<file path="src/rtl/bcc_pkg.sv">
package bcc_pkg;

    localparam int BCC_LANES = 4;

    typedef enum logic [2:0] {
        ST_IDLE,
        ST_ADDR,
        ST_DATA1,
        ST_DATA2,
        ST_END
    } bcc_state_e;

    typedef enum logic [1:0] {
        PW_32   = 2'b00,
        PW_16   = 2'b01,
        PW_8    = 2'b10,
        PW_NONE = 2'b11
    } port_ack_e;

    function automatic logic [2:0] len_to_bytes(input logic [1:0] len);
        unique case (len)
            2'b01:   return 3'd1;
            2'b10:   return 3'd2;
            default: return 3'd4;
        endcase
    endfunction

endpackage

</file>
<file path="src/rtl/bcc_xfer_calc.sv">
module bcc_xfer_calc
    import bcc_pkg::*;
(
    input  logic [1:0] width,
    input  logic [1:0] addr_lo,
    input  logic [2:0] rem,
    output logic [2:0] n_bytes,
    output logic [1:0] lane_off
);
    logic [2:0] span;

    always_comb begin
        unique case (width)
            PW_8: begin
                span     = 3'd1;
                lane_off = 2'd0;
            end
            PW_16: begin
                span     = 3'd2 - {2'b00, addr_lo[0]};
                lane_off = {1'b0, addr_lo[0]};
            end
            default: begin
                span     = 3'd4 - {1'b0, addr_lo};
                lane_off = addr_lo;
            end
        endcase
        n_bytes = (rem < span) ? rem : span;
    end
endmodule

</file>
<file path="src/rtl/bcc_wr_steer.sv">
module bcc_wr_steer
    import bcc_pkg::*;
(
    input  logic [31:0] wbuf,
    input  logic [1:0]  addr_lo,
    output logic [31:0] dout
);
    logic [7:0] byt [BCC_LANES];

    function automatic logic [1:0] pick(input int lane, input logic [1:0] a);
        unique case (lane)
            0:       return 2'd0;
            1:       return a[0] ? 2'd0 : 2'd1;
            2:       return a[1] ? 2'd0 : (a[0] ? 2'd1 : 2'd2);
            default: return 2'd3 - a;
        endcase
    endfunction

    for (genvar g = 0; g < BCC_LANES; g++) begin : g_lane
        assign byt[g] = wbuf[31 - 8*g -: 8];
        assign dout[31 - 8*g -: 8] = byt[pick(g, addr_lo)];
    end
endmodule

</file>
<file path="src/rtl/bcc_rd_merge.sv">
module bcc_rd_merge (
    input  logic [31:0] rbuf,
    input  logic [31:0] din,
    input  logic [1:0]  lane_off,
    input  logic [2:0]  n_bytes,
    output logic [31:0] rbuf_nxt
);
    logic [31:0] aligned;
    logic [5:0]  sh_keep;
    logic [5:0]  sh_take;

    always_comb begin
        aligned  = din << {lane_off, 3'b000};
        sh_keep  = {n_bytes, 3'b000};
        sh_take  = 6'd32 - {n_bytes, 3'b000};
        rbuf_nxt = (rbuf << sh_keep) | (aligned >> sh_take);
    end
endmodule

</file>
<file path="src/rtl/bus_cycle_ctrl.sv">
module bus_cycle_ctrl
    import bcc_pkg::*;
#(
    parameter int ADDR_W = 32
) (
    input  logic              clk,
    input  logic              rst_n,
    input  logic              req_valid,
    input  logic              req_write,
    input  logic [1:0]        req_len,
    input  logic [ADDR_W-1:0] req_addr,
    input  logic [31:0]       req_wdata,
    output logic              req_ready,
    output logic              done,
    output logic [31:0]       rdata,
    output logic [ADDR_W-1:0] bus_addr,
    output logic [1:0]        bus_siz,
    output logic              bus_rd,
    output logic              bus_as,
    output logic              bus_ds,
    output logic [31:0]       bus_dout,
    input  logic [31:0]       bus_din,
    input  logic [1:0]        bus_ack,
    input  logic              bus_sterm
);
    bcc_state_e        state, state_nxt;
    logic [ADDR_W-1:0] cur_addr;
    logic [2:0]        rem;
    logic [31:0]       wbuf, rbuf, rbuf_nxt;
    logic              is_wr;
    logic              sync_hit, ack_hit, term;
    logic [1:0]        eff_width;
    logic [2:0]        n_bytes;
    logic [1:0]        lane_off;
    logic [2:0]        load_bytes;
    logic [5:0]        load_sh;

    // termination decode; the synchronous terminate outranks the acknowledge
    always_comb begin
        sync_hit  = bus_sterm && (state == ST_DATA1 || state == ST_DATA2);
        ack_hit   = !sync_hit && state == ST_DATA2 && bus_ack != PW_NONE;
        term      = sync_hit || ack_hit;
        eff_width = sync_hit ? PW_32 : bus_ack;
    end

    bcc_xfer_calc u_calc (
        .width   (eff_width),
        .addr_lo (cur_addr[1:0]),
        .rem     (rem),
        .n_bytes (n_bytes),
        .lane_off(lane_off)
    );

    bcc_rd_merge u_merge (
        .rbuf    (rbuf),
        .din     (bus_din),
        .lane_off(lane_off),
        .n_bytes (n_bytes),
        .rbuf_nxt(rbuf_nxt)
    );

    bcc_wr_steer u_steer (
        .wbuf   (wbuf),
        .addr_lo(cur_addr[1:0]),
        .dout   (bus_dout)
    );

    always_comb begin
        state_nxt = state;
        unique case (state)
            ST_IDLE:  if (req_valid) state_nxt = ST_ADDR;
            ST_ADDR:  state_nxt = ST_DATA1;
            ST_DATA1: state_nxt = term ? ST_END : ST_DATA2;
            ST_DATA2: if (term) state_nxt = ST_END;
            ST_END:   state_nxt = (rem == 3'd0) ? ST_IDLE : ST_ADDR;
            default:  state_nxt = ST_IDLE;
        endcase
    end

    always_ff @(posedge clk or negedge rst_n) begin
        if (!rst_n) state <= ST_IDLE;
        else        state <= state_nxt;
    end

    always_comb begin
        load_bytes = len_to_bytes(req_len);
        load_sh    = 6'd32 - {load_bytes, 3'b000};
    end

    always_ff @(posedge clk or negedge rst_n) begin
        if (!rst_n) begin
            cur_addr <= '0;
            rem      <= 3'd0;
            wbuf     <= '0;
            rbuf     <= '0;
            is_wr    <= 1'b0;
        end else if (state == ST_IDLE && req_valid) begin
            cur_addr <= req_addr;
            rem      <= load_bytes;
            wbuf     <= req_wdata << load_sh;
            rbuf     <= '0;
            is_wr    <= req_write;
        end else if (term) begin
            cur_addr <= cur_addr + ADDR_W'(n_bytes);
            rem      <= rem - n_bytes;
            wbuf     <= wbuf << {n_bytes, 3'b000};
            if (!is_wr) rbuf <= rbuf_nxt;
        end
    end

    always_comb begin
        req_ready = (state == ST_IDLE);
        bus_as    = (state == ST_ADDR) || (state == ST_DATA1) || (state == ST_DATA2);
        bus_ds    = (state == ST_DATA1) || (state == ST_DATA2);
        done      = (state == ST_END) && (rem == 3'd0);
        bus_addr  = cur_addr;
        bus_siz   = rem[1:0];
        bus_rd    = !is_wr;
        rdata     = rbuf;
    end

    // strobe-length counter used only by the timing assertions
    logic [2:0] as_len;
    always_ff @(posedge clk or negedge rst_n) begin
        if (!rst_n)               as_len <= 3'd0;
        else if (!bus_as)         as_len <= 3'd0;
        else if (as_len != 3'd7)  as_len <= as_len + 3'd1;
    end

    a_r10_ds_within_as: assert property (@(posedge clk) disable iff (!rst_n)
        bus_ds |-> bus_as);
    a_r10_as_negate: assert property (@(posedge clk) disable iff (!rst_n)
        term |=> !bus_as);
    a_r10_done_pulse: assert property (@(posedge clk) disable iff (!rst_n)
        done |=> !done);
    a_r2_async_min: assert property (@(posedge clk) disable iff (!rst_n)
        ack_hit |-> (as_len >= 3'd2));
    a_r3_sync_min: assert property (@(posedge clk) disable iff (!rst_n)
        sync_hit |-> (as_len >= 3'd1));
    a_r5_rem_shrinks: assert property (@(posedge clk) disable iff (!rst_n)
        term |=> (rem < $past(rem)));
    a_r11_accept_starts: assert property (@(posedge clk) disable iff (!rst_n)
        (req_valid && req_ready) |=> (bus_as && !bus_ds));
endmodule

</file>
<file path="config.mk">
export PLATFORM = sky130hd
export DESIGN_NAME = bus_cycle_ctrl
export DESIGN_NICKNAME = d
export VERILOG_FILES = /design/src/rtl/bcc_pkg.sv /design/src/rtl/bcc_xfer_calc.sv /design/src/rtl/bcc_wr_steer.sv /design/src/rtl/bcc_rd_merge.sv /design/src/rtl/bus_cycle_ctrl.sv
export SDC_FILE = /design/constraint.sdc
export NUM_CORES = 1
export LEC_CHECK = 0
export ABC_AREA = 1
export BUFFER_PORTS_ARGS = -buffer_cell sky130_fd_sc_hd__buf_2
export CAP_MARGIN = 5
export CELL_PAD_IN_SITES_DETAIL_PLACEMENT = 0
export CELL_PAD_IN_SITES_GLOBAL_PLACEMENT = 1
export CORE_MARGIN = 5
export CORE_UTILIZATION = 41
export DETAILED_ROUTE_END_ITERATION = 10
export PLACE_DENSITY_LB_ADDON = 0.12
export SLEW_MARGIN = 20
export SYNTH_ARGS = -nofsm -noshare
export SYNTH_HDL_FRONTEND = slang
export SYNTH_SLANG_ARGS = --single-unit
</file>
<file path="constraint.sdc">
create_clock -name clk -period 11.6 [get_ports clk]
set_clock_uncertainty 0.15 [all_clocks]
set_input_delay 0 -clock clk [delete_from_list [all_inputs] [get_ports clk]]
set_output_delay 0 -clock clk [all_outputs]
set_load 0.005 [all_outputs]
</file>
After elaboration in Yosys (flattened, before gate mapping)
Cells that the tools add are included.

storage, ports and cells
  register bits = 103
  output and inout port bits = 103
  word-level logic and storage cells = 85

cells by class
  shift-type cells = 5
  mux-type cells = 31
  magnitude comparators = 4
  add/sub/neg operators = 7
  reduce and logical (&&, ||, !) cells = 16
  eq/ne operators = 12
  bitwise logic cells = 4

operators by type and width
  cell                                                             number
  32-bit two-way mux                                               7
  32-bit by 6-bit << shifter with 32-bit output                    3
  8-bit binary-select mux with 2-bit select                        3
  8-bit two-way mux                                                6
  32-bit by 3-bit adder with 32-bit output                         1
  32-bit bitwise OR                                                1
  32-bit by 5-bit << shifter with 32-bit output                    1
  32-bit by 6-bit >> shifter with 32-bit output                    1
  3-bit two-way mux                                                6
  3-bit one-hot mux with 5 select lines                            1
  3-bit one-hot mux with 2 select lines                            2
  6-bit subtractor, first input constant                           2
  3-bit greater-or-equal comparator, second input constant         3
  2-bit inverter with 3-bit output                                 3
  3-bit by 2-bit == test with 1-bit output, second input constant  2
  3-bit zero test                                                  2
  2-bit two-way mux                                                3
  2-bit != test, second input constant                             3
  1-bit logical AND                                                5
  2-bit by 1-bit == test with 1-bit output, second input constant  2
  2-bit == test, second input constant                             2
  1-bit logical OR                                                 4
  2-bit one-hot mux with 2 select lines                            1
  2-bit AND reduction                                              2
  11 further kinds                                                 13

Depth between registers and ports, before layout
  depth after elaboration = 14
  mapped depth = 33

By module
A second synthesis with hierarchy kept.

second synthesis, totals
  cells, all modules = 1,520
  area, all modules = 9,146.3 µm²

modules (own cells, without submodules)
  module          area an instance (µm²)  seq. area each (µm²)  instances  cells each
  bus_cycle_ctrl  6,423.7                 2,577.5               1          931
  bcc_rd_merge    1,870.5                 0.0                   1          415
  bcc_wr_steer    636.9                   0.0                   1          138
  bcc_xfer_calc   215.2                   0.0                   1          36

Least setup slack after synthesis
Ideal clock, no wire load.

  path kind = reg-to-reg
  start = register state[2]
  end = register cur_addr[26] (netlist: bus_addr[26])
  arrival time = 3.899 ns
  stages on the path, launching flop included = 30
  path slack = 7.421 ns
  buffers on the path = 1
  cells stage by stage = dfrtp_1 > nor2_2 > nand2_1 > nand2_1 > inv_2 > ha_1 > nand2_1 > ha_1 > nand2_1 > inv_1 > nand2_2 > nand3_1 > nand2_4 > buf_4 > ha_1 > inv_1 > fa_1 > inv_1 > nand2_1 > nand2_1 > nand2_1 > inv_1 > nand2_1 > inv_1 > nand3_1 > nor2_1 > nand3_1 > xor2_1 > nand2_1 > o211ai_1

between the ends
  word-level cells in the longest chain between the ends = 11

ends and longest elaborated chain
  element                                                                    RTL line               RTL
  start, declared                                                            bus_cycle_ctrl.sv:26   bcc_state_e state, state_nxt;
  start signal, assigned                                                     bus_cycle_ctrl.sv:82   else state <= state_nxt;
  3-bit by 2-bit == test with 1-bit output                                   -
  1-bit logical OR *                                                         -
  via bus_ds                                                                 bus_cycle_ctrl.sv:20   output logic bus_ds,
  1-bit logical AND *                                                        bus_cycle_ctrl.sv:40   sync_hit = bus_sterm && (state == ST_DATA1 || state == ST_DATA2);
  2-bit two-way mux                                                          bus_cycle_ctrl.sv:43   eff_width = sync_hit ? PW_32 : bus_ack;
  2-bit by 1-bit == test with 1-bit output or 2-bit == test (tied branches)  bcc_xfer_calc.sv:13    unique case (width)
  3-bit one-hot mux with 2 select lines                                      bcc_xfer_calc.sv:13
  3-bit less-than comparator                                                 bcc_xfer_calc.sv:27    n_bytes = (rem < span) ? rem : span;
  3-bit two-way mux                                                          bcc_xfer_calc.sv:27
  32-bit by 3-bit adder with 32-bit output                                   bus_cycle_ctrl.sv:104  cur_addr <= cur_addr + ADDR_W'(n_bytes);
  32-bit two-way mux                                                         bus_cycle_ctrl.sv:103  end else if (term) begin
  32-bit two-way mux                                                         bus_cycle_ctrl.sv:97   end else if (state == ST_IDLE && req_valid) begin
  end signal, assigned                                                       bus_cycle_ctrl.sv:98   cur_addr <= req_addr;
  end signal, assigned                                                       bus_cycle_ctrl.sv:104
  end, declared                                                              bus_cycle_ctrl.sv:27   logic [ADDR_W-1:0] cur_addr;

The timed path passes the listed nets; every way through them passes the cells marked *. The select of a mux whose other input is x is not followed.
A chain may end at the register's enable or synchronous reset.

Worst setup path in the final report
  start = register state[2]
  end = register cur_addr[26] (netlist: bus_addr[26])

between the ends
  word-level cells in the longest chain between the ends = 11

ends and longest elaborated chain
  element                                                                    RTL line
  3-bit by 2-bit == test with 1-bit output (on tied branches)                bus_cycle_ctrl.sv:40, bus_cycle_ctrl.sv:41
  1-bit logical OR                                                           bus_cycle_ctrl.sv:40
  1-bit logical AND                                                          bus_cycle_ctrl.sv:40
  2-bit two-way mux                                                          bus_cycle_ctrl.sv:43
  2-bit by 1-bit == test with 1-bit output or 2-bit == test (tied branches)  bcc_xfer_calc.sv:13
  3-bit one-hot mux with 2 select lines                                      bcc_xfer_calc.sv:13
  3-bit less-than comparator                                                 bcc_xfer_calc.sv:27
  3-bit two-way mux                                                          bcc_xfer_calc.sv:27
  32-bit by 3-bit adder with 32-bit output                                   bus_cycle_ctrl.sv:104
  32-bit two-way mux                                                         bus_cycle_ctrl.sv:103
  32-bit two-way mux                                                         bus_cycle_ctrl.sv:97

Parallel ways exist; a longest one is shown, timed or not. The select of a mux whose other input is x is not followed.

==> summary.md <==
| Metric | Value |
|---|---|
| Post-synthesis instance total | 1459 |
| Xor-xnor portion of the synthesized cell area | 0.587% |
| FF-to-FF End | bus_addr[26]$_DFFE_PN0P_ |
| Number of rows created at floorplan | 54 |
| Largest fanout on the critical path | 83 |
| EDFF count, synth | 0 |
| Worst setup SP type | flop |
| Setup_tns | 0 ps |
| Highest clock rate | 161 MHz |
| Endpoint required time on the critical path | 11670 ps |
| Combined area of the multi-input logic cells | 0.00532 mm2 |
| Minimum clock period after layout | 6190 ps |
| Horizontal die dimension | 158 um |
| Violated checks | negative hold slack |
| Final setup margin | 5410 ps |
| Final cell utilization of the core | 49.9% |
| Maximum root-to-sink buffer count | 2 |
| I/O pins | 208 |
| FF-to-FF setup slack | 5410 ps |
| Count of TritonRoute iterations in the first routing pass | 5 |
| Synthesized-area fraction occupied by ao, oa, aoi and oai cells | 18.6% |
| Initial standard-cell utilization of the core | 41.3% |
| Maximum single-stage delay on the critical path | 840 ps |
| Worst setup EP type | flop |
| Wire length of the first global-routing pass | 52000 um |
| Dpl hpwl | 23000 um |
| Tightest hold margin | -1.26 ps |
| Simple-gate portion of the synthesized area | 37.7% |
| Post-detailed-route DRC marker count | 0 |
| Vias in the first global route | 9492 |
| Clock tree from TritonCTS | yes |
| Area taken by flip-flops and latches | 0.00258 mm2 |
| Synth Area in Adders | 2.40% |
| Part of the Yosys area used for sequential elements | 28.8% |
| Post-route insts no fill | 1942 |
| Via/cell ratio | 5.28 |
| Die outline height | 158 um |
| Count of cell types in the netlist | 45 |
| Wire per inst | 16.9 um |
| Arrival time of the worst setup path | 6260 ps |
| Number of buffers created by CTS | 9 |
| Die area | 0.0249 mm2 |
| Routability congestion estimate from global placement | 0.852 |
| Classification of the worst-slack hold path | primary input to async pin |
| Pin count of the biggest net entering global routing | 84 |
| Clock transition at the registers of the reported paths | 80 ps |
| Residual antenna-violating net count after detailed routing | 0 |
| Count of endpoints failing hold in the final timing report | 1 |
| Layout cell share with drive strength beyond 1 | 16.5% |
| Post-synthesis area per instance | 6.13 um2 |
| H-tree levels | 3 |
| Total routing resource utilization after global routing | 26.0% |
| Floorplan core area | 0.0217 mm2 |
| Critical-path cell with the highest stage delay | sky130_fd_sc_hd__o21ai_2 |
| Run status | finished, violations left |
| Initial antenna violation count | 1 |
| Count of input and output buffers | 207 |
| Final net count | 1777 |
| Cell area after synthesis | 0.00895 mm2 |
| Period Utilization, post-route | 53.4% |
| Launch point of the worst reg-to-reg path | state[2]$_DFFE_PN0P_ |
| Max-slew violation count | 0 |
| Violation count after the first detailed-route iteration | 883 |
| Sum of buffers and inverters on the critical path | 5 |
| Library cell used as clock root buffer | sky130_fd_sc_hd__clkbuf_16 |
| Relative slew slack | 31.1% |
| Max Cap Violations | 0 |
| Combinational family with the most area after synthesis | simple AND/OR/NAND/NOR gates |
| Kind of cell with the highest combined delay on the critical path | simple AND/OR/NAND/NOR gates |
| Multiplexer fraction of the synthesized cell area | 0% |
| Total clock sinks | 103 |
| RSZ-0062 raised after global routing | no |
| Final setup vio count | 0 |
| Synthesis Warnings | 0 |
| Logic depth of the worst register-to-register path | 28 |
| Total via count in the routed design | 10300 |
| Insertion delay to the later sink of the worst-skew pair | 360 ps |
| Most frequent cell on the critical path | sky130_fd_sc_hd__nand2_1 |
| Synthesis-to-layout area growth | 21.0% |
| Total of flip-flops plus latches after synthesis | 103 |
| Measured slew at the worst slew-check pin | 1030 ps |
| Total placed cells including tap cells | 1866 |
| Category of the critical setup timing path | flop to flop |
| Sum of overflow across all layers after global routing | 0 |
| Total length of routed wires | 32800 um |
| Post-synth ARST share | 100% |
| Syn Nets | 1580 |
| Most used DFF post-synth | sky130_fd_sc_hd__dfrtp_1 |
| Filler instances | 2328 |
| Worst slack at placement | 5470 ps |
==> registers in the layout (all words and copies together), names as in the netlist <==
register  cells
is_wr         1
rem           3
bus_addr     32
wbuf         32
rdata        32
state         3
==> routing by layer <==
metal | share of wire (%) | up-vias | track usage [%]
li1 | - | 5174 | -
met1 | 48 | 4645 | 40.4
met2 | 42 | 407 | 37.9
met3 | 7.6 | 37 | 3.50
met4 | 1.5 | 0 | 6.06
met5 | 0 | - | 0
==> final cells by class <==
type                       count  share of cell area [%]
timing repair buffer         278                    15.9
clock inverter                 7                   0.508
sequential                   103                    23.8
inverter                     155                    5.37
multi-input combinational   1109                    49.1
tap                          280                    3.23
clock buffer                   9                    2.08
antenna                        1                  0.0231
==> worst reg2reg max path: cells and delay by family (launching register included) <==
kind | cells | cell delay (ps)
and+or+nand+nor | 17 | 2700
adders and majority gates | 3 | 1180
AOI/OAI and AO/OA | 2 | 940
buffers and inverters | 5 | 490
DFF | 1 | 430
xor gates and xnor gates | 1 | 170
==> stage by stage <==
step | hold WS, ps | instance area, um2
after floorplan | -446 | 8950
after global placement | -136 | 9960
after detailed placement | -128 | 9960
after CTS | 5.50 | 10800
after global routing | 39.1 | 10800
final | -1.26 | 10800
==> placed cells by master (no fill, tap or decap), drive strengths merged <==
master / count
nand2: 476
buf: 219
nand3: 165
inv: 155
o21ai: 127
a21oi: 104
dfrtp: 103
nor2: 89
dlygate4sd3: 59
o211ai: 22
nor3: 22
a22oi: 16
ha: 14
a31oi: 13
or2: 11
clkbuf: 9
nand4: 8
nor4: 7
clkinv: 6
o22ai: 5
and2: 5
nand3b: 5
xor2: 4
o31ai: 4
o221ai: 2
a211oi: 2
xnor2: 2
fa: 2
diode: 1
a221oi: 1
a221o: 1
a21o: 1
o311ai: 1
clkinvlp: 1
==> how the worst max path moves through the flow <==
stage | slack [ps] | from | to | cells after the start
2_1_floorplan | 7420 | state[2]$_DFFE_PN0P_ | bus_addr[26]$_DFFE_PN0P_ | 29
3_3_place_gp | 5590 | state[2]$_DFFE_PN0P_ | bus_addr[26]$_DFFE_PN0P_ | 28
3_5_place_dp | 5470 | state[2]$_DFFE_PN0P_ | bus_addr[26]$_DFFE_PN0P_ | 28
4_1_cts | 5440 | state[2]$_DFFE_PN0P_ | bus_addr[26]$_DFFE_PN0P_ | 28
5_1_grt | 4750 | state[2]$_DFFE_PN0P_ | bus_addr[14]$_DFFE_PN0P_ | 29
6_report | 5410 | state[2]$_DFFE_PN0P_ | bus_addr[26]$_DFFE_PN0P_ | 28
==> cells in the mapped netlist, drive strengths merged, types with 2 or more instances <==
cell    instances  area (um2)
o21ai         127         651
nor2           89         359
dfrtp         103        2580
a211oi          2        15.0
o221ai          2        17.5
inv           152         571
nor4            7        43.8
nand3b          5        37.5
buf            55         340
ha             14         175
nand4           8        50.1
and2            5        31.3
or2            11        68.8
nand2         476        1830
o211ai         22         165
o31ai           4        30.0
nor3           22         126
a31oi          13        81.3
xnor2           2        17.5
nand3         165         831
xor2            4        35.0
a22oi          16         120
o22ai           5        31.3
clkinv          3        11.3
clkbuf         37         139
a21oi         104         521
fa              2        40.0
==> cell families after synthesis <==
group	after synthesis
and+or+nand+nor	788
AOI/OAI and AO/OA	299
buffers and inverters	247
DFF	103
adders and majority gates	16
xor gates and xnor gates	6
==> repair_timing <==
| item | 4_1_cts | 5_1_grt |
|---|---|---|
| hold buffers | 59 | 0 |
| resized for setup | 0 | 0 |
| hold endpoints to repair | 96 | 0 |
| buffers inserted | 0 | 0 |
Power is left out: the tool's default activity adds up to more than one toggle a clock period on the data nets, which glitch-free logic cannot reach.
